===== config.mk =====
export PLATFORM = sky130hd
export DESIGN_NAME = rx_word_aligner
export DESIGN_NICKNAME = d
export VERILOG_FILES = /design/src/rtl/rxwa_pkg.sv /design/src/rtl/rxwa_slip_ctrl.sv /design/src/rtl/rxwa_align_sync.sv /design/src/rtl/rxwa_pattern_search.sv /design/src/rtl/rxwa_barrel.sv /design/src/rtl/rx_word_aligner.sv
export SDC_FILE = /design/constraint.sdc
export NUM_CORES = 1
export LEC_CHECK = 0
export BUFFER_PORTS_ARGS = -buffer_cell sky130_fd_sc_hd__buf_4
export CAP_MARGIN = 15
export CORE_MARGIN = 5
export CORE_UTILIZATION = 30
export DETAILED_ROUTE_END_ITERATION = 8
export PLACE_DENSITY = 0.48
export SYNTH_ARGS = -nofsm -noshare
export SYNTH_HDL_FRONTEND = slang
export SYNTH_SLANG_ARGS = --single-unit

===== constraint.sdc =====
create_clock -name clk -period 2.5 [get_ports clk]
set_input_delay 0.5 -clock clk [delete_from_list [all_inputs] [get_ports clk]]
set_output_delay 0.5 -clock clk [all_outputs]
set_load 0.005 [all_outputs]

===== src/rtl/rxwa_pkg.sv =====
package rxwa_pkg;
  typedef enum logic [1:0] {
    RXWA_BITSLIP = 2'd0,
    RXWA_MANUAL  = 2'd1,
    RXWA_DETLAT  = 2'd2,
    RXWA_HOLD    = 2'd3
  } rxwa_mode_e;
endpackage


===== src/rtl/rxwa_slip_ctrl.sv =====
// Rising-edge detector for the slip request, with a holdoff window after every applied step.
module rxwa_slip_ctrl #(
  parameter int HOLD = 2,
  localparam int HW  = $clog2(HOLD + 1)
) (
  input  logic clk,
  input  logic rst,
  input  logic enable,
  input  logic bitslip,
  output logic step
);
  logic          bs_q;
  logic [HW-1:0] hold_cnt;

  assign step = enable && bitslip && !bs_q && (hold_cnt == '0);

  always_ff @(posedge clk) begin
    if (rst) begin
      bs_q     <= 1'b0;
      hold_cnt <= '0;
    end else begin
      bs_q <= bitslip;
      if (step)
        hold_cnt <= HW'(HOLD);
      else if (hold_cnt != '0)
        hold_cnt <= hold_cnt - HW'(1);
    end
  end
endmodule


===== src/rtl/rxwa_align_sync.sv =====
// Resynchronizes the align request and turns it into a realignment enable, acting on either its level or its edge.
module rxwa_align_sync #(
  parameter int STAGES = 2
) (
  input  logic clk,
  input  logic rst,
  input  logic pattern_align,
  input  logic enable,
  input  logic level_mode,
  input  logic found,
  output logic fire
);
  logic [STAGES-1:0] sync_q;
  logic              req_s;
  logic              req_d;
  logic              rise;
  logic              armed;

  assign req_s = sync_q[STAGES-1];
  assign rise  = req_s && !req_d;
  assign fire  = enable && found && (level_mode ? req_s : (armed || rise));

  always_ff @(posedge clk) begin
    if (rst) begin
      sync_q <= '0;
      req_d  <= 1'b0;
      armed  <= 1'b0;
    end else begin
      sync_q <= {sync_q[STAGES-2:0], pattern_align};
      req_d  <= req_s;
      if (!enable || level_mode || fire)
        armed <= 1'b0;
      else if (rise)
        armed <= 1'b1;
    end
  end
endmodule


===== src/rtl/rxwa_pattern_search.sv =====
// Compares every candidate offset against the pattern and encodes the lowest match.
module rxwa_pattern_search #(
  parameter int W   = 10,
  localparam int CW = $clog2(W)
) (
  input  logic [2*W-1:0] win,
  input  logic [W-1:0]   pattern,
  output logic           found,
  output logic [CW-1:0]  idx
);
  logic [W-1:0] match;

  for (genvar s = 0; s < W; s++) begin : g_cmp
    assign match[s] = (win[s +: W] == pattern);
  end

  assign found = |match;

  always_comb begin
    idx = '0;
    for (int s = W - 1; s >= 0; s--) begin
      if (match[s]) idx = CW'(s);
    end
  end
endmodule


===== src/rtl/rxwa_barrel.sv =====
// Two-word history and the offset window, with the registered output word and its match flag.
module rxwa_barrel #(
  parameter int W   = 10,
  localparam int CW = $clog2(W)
) (
  input  logic           clk,
  input  logic           rst,
  input  logic [W-1:0]   data_in,
  input  logic [CW-1:0]  ofs,
  input  logic [W-1:0]   pattern,
  output logic [2*W-1:0] win,
  output logic [W-1:0]   aligned,
  output logic [W-1:0]   data_out,
  output logic           pattern_detect
);
  logic [W-1:0] cur_q;
  logic [W-1:0] prev_q;

  assign win     = {cur_q, prev_q};
  assign aligned = win[ofs +: W];

  always_ff @(posedge clk) begin
    if (rst) begin
      cur_q          <= '0;
      prev_q         <= '0;
      data_out       <= '0;
      pattern_detect <= 1'b0;
    end else begin
      cur_q          <= data_in;
      prev_q         <= cur_q;
      data_out       <= aligned;
      pattern_detect <= (aligned == pattern);
    end
  end
endmodule


===== src/rtl/rx_word_aligner.sv =====
// Top level: offset register, mode decoding and the sync flag.
module rx_word_aligner #(
  parameter int W   = 10,
  localparam int CW = $clog2(W)
) (
  input  logic          clk,
  input  logic          rst,
  input  logic [1:0]    mode_sel,
  input  logic [W-1:0]  data_in,
  input  logic          bitslip,
  input  logic          pattern_align,
  input  logic [W-1:0]  align_pattern,
  output logic [W-1:0]  data_out,
  output logic          pattern_detect,
  output logic          sync_status,
  output logic [CW-1:0] slip_cnt
);
  import rxwa_pkg::*;

  localparam bit LEVEL_WIDTH = (W == 10);

  rxwa_mode_e    mode;
  logic [CW-1:0] ofs;
  logic [CW-1:0] ofs_nxt;
  logic [2*W-1:0] win;
  logic [W-1:0]  aligned;
  logic          slip_step;
  logic          align_fire;
  logic          found;
  logic [CW-1:0] found_idx;
  logic          align_en;
  logic          level_mode;

  assign mode       = rxwa_mode_e'(mode_sel);
  assign align_en   = (mode == RXWA_MANUAL) || (mode == RXWA_DETLAT);
  assign level_mode = (mode == RXWA_MANUAL) && LEVEL_WIDTH;

  rxwa_slip_ctrl #(.HOLD(2)) u_slip (
    .clk     (clk),
    .rst     (rst),
    .enable  (mode == RXWA_BITSLIP),
    .bitslip (bitslip),
    .step    (slip_step)
  );

  rxwa_align_sync #(.STAGES(2)) u_align (
    .clk           (clk),
    .rst           (rst),
    .pattern_align (pattern_align),
    .enable        (align_en),
    .level_mode    (level_mode),
    .found         (found),
    .fire          (align_fire)
  );

  rxwa_barrel #(.W(W)) u_barrel (
    .clk            (clk),
    .rst            (rst),
    .data_in        (data_in),
    .ofs            (ofs),
    .pattern        (align_pattern),
    .win            (win),
    .aligned        (aligned),
    .data_out       (data_out),
    .pattern_detect (pattern_detect)
  );

  rxwa_pattern_search #(.W(W)) u_search (
    .win     (win),
    .pattern (align_pattern),
    .found   (found),
    .idx     (found_idx)
  );

  always_comb begin
    ofs_nxt = ofs;
    if (slip_step)
      ofs_nxt = (ofs == CW'(W - 1)) ? '0 : ofs + CW'(1);
    else if (align_fire)
      ofs_nxt = found_idx;
  end

  always_ff @(posedge clk) begin
    if (rst) begin
      ofs         <= '0;
      sync_status <= 1'b0;
    end else begin
      ofs <= ofs_nxt;
      if (ofs_nxt != ofs)
        sync_status <= 1'b0;
      else if (aligned == align_pattern)
        sync_status <= 1'b1;
    end
  end

  assign slip_cnt = ofs;
endmodule


==> results of run 1 <==
==> power breakdown <==
part | internal [W] | leakage [nW] | switching (W)
Sequential | 0.000712 | 0.357 | 0.0000449
Combinational | 0.000266 | 1.58 | 0.000242
Clock | 0.000472 | 0.0838 | 0.000308
==> cell type report <==
class	count	area (um2)	area share, %
Clock inverter	3	43.8	0.904
Tap cell	168	210	4.34
Multi-Input combinational cell	318	2570	53.0
Clock buffer	5	125	2.58
Timing Repair Buffer	119	997	20.6
Inverter	6	22.5	0.465
Sequential cell	43	881	18.2
==> sequential cells by signal, summed over array words and instances, names as in the netlist <==
name	flops
u_align.armed	1
u_align.sync_q	2
sync_status	1
u_barrel.prev_q	10
slip_cnt	4
u_barrel.data_out	10
u_slip.bs_q	1
u_barrel.pattern_detect	1
u_barrel.cur_q	10
u_align.req_d	1
u_slip.hold_cnt	2
==> placed cells by master, fill, tap and decap left out, drive strengths merged, types with 10 or more instances in the layout <==
| master | netlist | final |
|---|---|---|
| a21oi | 14 | 14 |
| buf | 31 | 119 |
| dfxtp | 43 | 43 |
| mux2i | 12 | 12 |
| mux4 | 10 | 10 |
| nand2 | 17 | 17 |
| nand4 | 13 | 13 |
| nor2 | 21 | 21 |
| nor2b | 28 | 28 |
| nor4 | 20 | 20 |
| o21ai | 11 | 11 |
| xnor2 | 38 | 38 |
| xor2 | 77 | 77 |
==> what timing repair did <==
action / CTS / global route
endpoints found under the setup margin: 7 / 7
pin swaps: 0 / 2
setup buffers: 0 / 5
gates resized for setup: 5 / 21
==> worst max path at each step <==
stage               depth (start not counted)                       to               start  slack, ns
finish                                     10  u_barrel.pattern_detect         slip_cnt[0]       0.13
global route                               10              slip_cnt[0]   u_barrel.cur_q[0]      0.003
CTS                                         9              slip_cnt[0]   u_barrel.cur_q[5]      0.008
detailed placement                          9              slip_cnt[1]  u_barrel.prev_q[7]      -0.13
global placement                            8              slip_cnt[1]  u_barrel.prev_q[7]      -0.09
floorplan                                   9              slip_cnt[0]    align_pattern[3]       0.18
==> per-stage QoR <==
step,setup TNS (ns),util [%],hold slack (ns)
2_1_floorplan,0,-,0.414
3_3_place_gp,-0.396,37.6,0.418
3_5_place_dp,-0.468,37.6,0.424
4_1_cts,0,39.0,0.410
5_1_grt,0,40.0,0.409
6_report,0,40.0,0.415
==> metal layers <==
| metal | part of all wire, % | global-route usage [%] | up-vias |
|---|---|---|---|
| met2 | 50 | 27.2 | 95 |
| met1 | 44 | 20.7 | 1532 |
| met3 | 4.4 | 2.41 | 12 |
| li1 | - | - | 1578 |
| met5 | 0 | 0 | - |
| met4 | 1.4 | 4.20 | 0 |
==> cells by family (layout without fill, tap and decap cells) <==
| kind of cell | count (synthesis) | after routing |
|---|---|---|
| flops | 43 | 43 |
| mux | 25 | 25 |
| fa+ha+maj | 3 | 3 |
| buf+inv | 48 | 133 |
| simple gates | 123 | 123 |
| xor+xnor | 115 | 115 |
| compound gates | 52 | 52 |
==> results.md, run 1 <==
* CTS H-tree depth at 2
* Slew @ Worst Pin at 0.545 ns
* XOR/XNOR share of the synthesized area at 26.9%
* Multiplexer share of the synthesized area at slightly above 10%
* CP required at 2.72 ns
* Post-synthesis sequential area ratio at 23.0%
* P&R area growth vs syn at 29.6%
* Max Clock Freq at 422 MHz
* Hold endpoint: u_barrel.cur_q[2]
* Worst hold path class: input port to register
* Post-synth EDFFs at 0
* Routed WL at between 10,000 and 15,000 um
* R2R setup slack at between 0.1 and 0.15 ns
* Hold Fails Final Rpt at 0
* NumNets Final at 522
* CP top delay family: multiplexers
* Leakage at roughly 2.0 nW
* Post-DP HPWL at 8430 um
* Filler cells at 1,276
* Post-synthesis adder-cell area fraction at under 10%
* Post-synthesis simple-gate area fraction at 18.9%
* Run status: complete, no violations
* Clk_skew at 0.0131 ns
* Global-route wire length before repair at 18,000 um
* TritonCTS clock tree: built
* Root Buffer: clkbuf_16
* Routed length per instance at 17.1 um
* GPL Wtd Cong at 0.880
* Vias in the first global route at 3,172
* Design area at 0.00485 mm2
* Tot GR Track Use at between 10% and 20%
* # DRC at 0
* Longest Clk Path Bufs at 2
* CP peak stage delay at 0.52 ns
* # diodes at 0
* Count leader, synth: xor2_1
* Largest family of logic cells by synthesized area: XOR/XNOR gates
* Mapped Area at 0.00374 mm2
* Chip height at around 120 um
* Top_reg_cell synth: dfxtp_1
* Initial antenna violation count at 0
* Worst slack at placement at -0.129 ns
* Setup Crit Path Kind: register to register
* Core footprint at 0.0121 mm2
* Row cnt at 40
* Cell chain of the critical path: buf_4 -> mux4_2 -> mux2i_2 -> nand2_1 -> o21ai_1 -> xor2_1 -> nand3_1 -> nor4_2 -> buf_4 -> nor2b_1
* Drt pass-1 iters at 5
* Clk pin slew, worst setup/hold paths at 0.07 ns
* Antenna Violating Nets Remaining at 0
* Slew headroom at 63.6%
* Via Count at 3,217
* Final non-filler cell total at 662
* Max FO, Critical Path at 6
* Num ports at 42
* Compound-Gate Fraction of Synth Area at 9.67%
* Buffer and inverter count on the worst path at 2
* GRT overflow at 0
* WHS Path Cells at 2
* Max Cap Violations at 0
* Share of cells above drive strength 1 at 34.2%
* IO buf count at 41
* Largest net degree at the start of global routing at 44
* Worst reg2reg path depth at 10
* Synth top area share at 23.0%
* Hold Crit Start: data_in[2]
* Tcrit/Tclk final at 94.8%
* Arr. time, crit path at 2.59 ns
* Die footprint at roughly 0.015 mm2
* Die width at 122 um
* Final Max Slew Viols at 0
* Reg2reg end: u_barrel.pattern_detect
* Placed Cells incl. Taps at between 600 and 700
* Post-synth net total at 438
* Final setup margin at between 0.1 and 0.15 ns
* Synth async-reset ratio at 0%
* Power density over cell area at approximately 420 mW/mm2
* Netlist cell types at 58
* Initial DRC count at 174
* Starting Density at a little over 30%
* Synth cell count leaders: xor2_1 (77), dfxtp_1 (43), xnor2_1 (38), nor2b_1 (28), nor2_1 (21)
* Tot Pwr at ~0.0020 W
* Synth warn at 0
* CP max stage cell: mux4_2
* CP most frequent cell: buf_4
* Worst setup SP type: register
* Min Tclk post-route at 2.37 ns
* RSZ-0062 raised after global routing: no
* Via density at 4.86
* Cts hold-fix bufs at 0
* VDD IR max at 240 uV
* Area leader, netlist: dfxtp_1
* Clock sink count at 43
* CTS Buf Count at 5
* Post-Syn Instances at 409
* Flop and latch count out of synthesis at 43
* Ranking of synthesized cells by area: dfxtp_1 (23%), xor2_1 (18%), xnor2_1 (8.9%)
* Placed inst area at ~0.0045 mm2
* Crit end category: register
* Final setup fails at 0
* Reg2reg start: slip_cnt[0]
* Clock Latency Late Sink at roughly 0.3 ns
* Avg Cell Area, Syn at 9.14 um2
No activity file was read; power rests on OpenSTA's default activity.
==> inputs of run 2 (changes only) <==
--- a/config.mk
+++ b/config.mk
@@ -5,6 +5,7 @@
 export SDC_FILE = /design/constraint.sdc
 export NUM_CORES = 1
 export LEC_CHECK = 0
+export ABC_AREA = 1
 export BUFFER_PORTS_ARGS = -buffer_cell sky130_fd_sc_hd__buf_4
 export CAP_MARGIN = 15
 export CORE_MARGIN = 5
==> constraint.sdc (replaced) <==
create_clock -name clk -period 2.5 [get_ports clk]
set_input_delay 0.5 -clock clk [delete_from_list [all_inputs] [get_ports clk]]
set_output_delay 0.5 -clock clk [all_outputs]
set_load 0.01 [all_outputs]
==> results.md, run 2 <==
* Run status: complete, no violations
* CTS Buf Count at 5
* Setup Crit Path Kind: register to register
* Synth cell count leaders: nand2_1 (356), nor2_1 (82), nand3_1 (80), inv_1 (54), dfxtp_1 (43)
* Min Tclk post-route at ~2.4 ns
* Worst hold path class: input port to register
* Row cnt at 43
* Avg Cell Area, Syn at 5.40 um2
* CP most frequent cell: nand2_1
* VDD IR max at 318 uV
* Leakage at 2.52 nW
* Antenna Violating Nets Remaining at 0
* Clk pin slew, worst setup/hold paths at 0.07 ns
* Synth async-reset ratio at 0%
* Final Max Slew Viols at 0
* Longest Clk Path Bufs at 2
* Share of cells above drive strength 1 at 15.1%
* Count leader, synth: nand2_1
* Reg2reg end: sync_status
* IO buf count at just over 40
* Synth top area share at 32.1%
* Max FO, Critical Path at 6
* Reg2reg start: u_barrel.cur_q[2]
* Hold Fails Final Rpt at 0
* Mapped Area at 0.00416 mm2
* Crit end category: register
* Initial DRC count at 595
* Tcrit/Tclk final at 94.3%
* Post-synthesis sequential area ratio at 20.7%
* WHS Path Cells at 3
* Largest net degree at the start of global routing at 44
* Num ports at 42
* Area leader, netlist: nand2_1
* Slew @ Worst Pin at 0.531 ns
* Synth warn at 0
* NumNets Final at 828
* # DRC at 0
* Worst setup SP type: register
* Max Cap Violations at 0
* GPL Wtd Cong at just under 0.9
* CP max stage cell: dfxtp_1
* Placed inst area at between 0.004 and 0.005 mm2
* Starting Density at 30.3%
* Tot GR Track Use at 17.7%
* Routed length per instance at 14.6 um
* # diodes at 0
* CTS H-tree depth at 2
* Clk_skew at around 0.012 ns
* Setup_tns at 0 ns
* TritonCTS clock tree: built
* Hold endpoint: u_barrel.cur_q[3]
* Initial antenna violation count at 0
* Arr. time, crit path at 2.59 ns
* Final setup fails at 0
* Cell chain of the critical path: buf_4 -> xor2_1 -> nor2_1 -> nand3_1 -> nor2_1 -> nor2b_1 -> nand3_2 -> nand2_4 -> nand2_1 -> nand2_1 -> nand2_1 -> nand2_1 -> nand2_1 -> nor2_1 -> nand2_1 -> nor2_2
* Netlist cell types at 29
* Clock sink count at 43
* Post-synth EDFFs at 0
* CP peak stage delay at 0.55 ns
* Drt pass-1 iters at 5
* Post-DP HPWL at ~11,000 um
* Power density over cell area at 454 mW/mm2
* Most frequent cells in the layout: nand2_1 (356), nor2_1 (81), nand3_1 (80)
* Routed WL at around 14,000 um
* Die width at 128 um
* Design area at 0.00476 mm2
* Global-route wire length before repair at 23,100 um
* Die footprint at 0.0163 mm2
* R2R setup slack at roughly 0.14 ns
* Via density at a little under 5
* Ranking of synthesized cells by area: nand2_1 (32%), dfxtp_1 (21%), nand3_1 (9.6%)
* Clock Latency Late Sink at 0.31 ns
* CP required at 2.74 ns
* Slew headroom at 64.6%
* Core footprint at roughly 0.014 mm2
* Root Buffer: clkbuf_16
* Hold Crit Start: data_in[3]
* Biggest regs: u_barrel.cur_q: 10 flops, u_barrel.data_out: 10 flops, u_barrel.prev_q: 10 flops
* Worst reg2reg path depth at 16
* Top_reg_cell synth: dfxtp_1
* Chip height at 128 um
* GRT overflow at 0
* Post-synth net total at roughly 800
* Commonest non-fill, non-tap cell in the layout: nand2_1
* Vias in the first global route at 4,433
* Max Clock Freq at 424 MHz
* Post-Syn Instances at 770
* P&R area growth vs syn at 14.4%
* Via Count at about 4,800
* Flop and latch count out of synthesis at 43
-- run 2: changes by cell type after synthesis, sizes merged, moves of 6 or more --
cell	before	now
xor2	77	7
mux2i	12	0
nor4	20	0
mux4	10	0
nand3	4	86
buf	31	37
inv	6	71
nor2b	28	1
xnor2	38	8
a211oi	8	0
nand4	13	24
nor2	21	86
nand2	17	368
o21ai	11	2
-- run 2: final cells by class --
| class | count | area, um2 |
|---|---|---|
| Tap cell | 180 | 225 |
| Fill cell | 1578 | 8960 |
| Clock buffer | 6 | 139 |
| Multi-Input combinational cell | 613 | 2720 |
| Sequential cell | 43 | 867 |
| Inverter | 71 | 277 |
| Clock inverter | 2 | 35.0 |
| Timing Repair Buffer | 65 | 500 |
-- run 2: how the worst max path moves through the flow --
stage                            startpoint           to  cells after the start
after detailed placement   align_pattern[5]  sync_status                     18
after global placement     align_pattern[5]  sync_status                     18
after floorplan            align_pattern[5]  sync_status                     21
after global routing      u_barrel.cur_q[0]  sync_status                     20
after CTS                 u_barrel.cur_q[0]  sync_status                     20
final                     u_barrel.cur_q[2]  sync_status                     16
-- run 2: per-layer routing --
layer	routed length, um	track usage [%]	vias to the layer above
met5	0	0	-
met1	6590	23.8	2184
met3	827	3.62	40
met4	533	7.55	0
li1	-	-	2439
met2	6380	27.6	151
-- run 2: timing repair --
| item | 4_1_cts | 5_1_grt |
|---|---|---|
| buffers inserted | 0 | 3 |
| gates resized for setup | 0 | 8 |
| endpoints found under the setup margin | 0 | 2 |
| hold buffers | 0 | 0 |
-- run 2: metrics by stage --
step	instances	worst slack, ns	hold slack (ns)	power, W	util, %
2_1_floorplan	770	0.594	0.388	0.00121	-
6_report	980	0.143	0.392	0.00216	34.7
5_1_grt	980	-0.00130	0.411	0.00230	34.7
3_5_place_dp	969	-0.00404	0.418	0.00136	33.2
4_1_cts	977	0.144	0.394	0.00218	34.4
3_3_place_gp	969	-0.00871	0.400	0.00136	33.2
-- run 2: cells by family (layout without fill, tap and decap cells) --
family                   count (synthesis)  after routing  synth area share (%)
XOR/XNOR                                15             15                  3.16
AND/OR/NAND/NOR                        570            570                  57.6
AO/OA/AOI/OAI                           25             25                  3.55
buffers and inverters                  114            144                  14.1
adder cells (fa/ha/maj)                  3              3                 0.902
flip-flops                              43             43                  20.7
-- run 2: report_power, final --
part | leakage, nW | total, W | internal [W] | switching, W
Sequential | 0.355 | 0.000763 | 0.000720 | 0.0000435
Clock | 0.0868 | 0.000804 | 0.000498 | 0.000307
Combinational | 2.07 | 0.000595 | 0.000220 | 0.000375
-- run 2: worst max-delay path: cells and delay by family (launching register included) --
family                    cells  cell delay [ns]
xor gates and xnor gates      1             0.14
buffers and inverters         1             0.22
and+or+nand+nor              14             1.35
DFF                           1             0.55
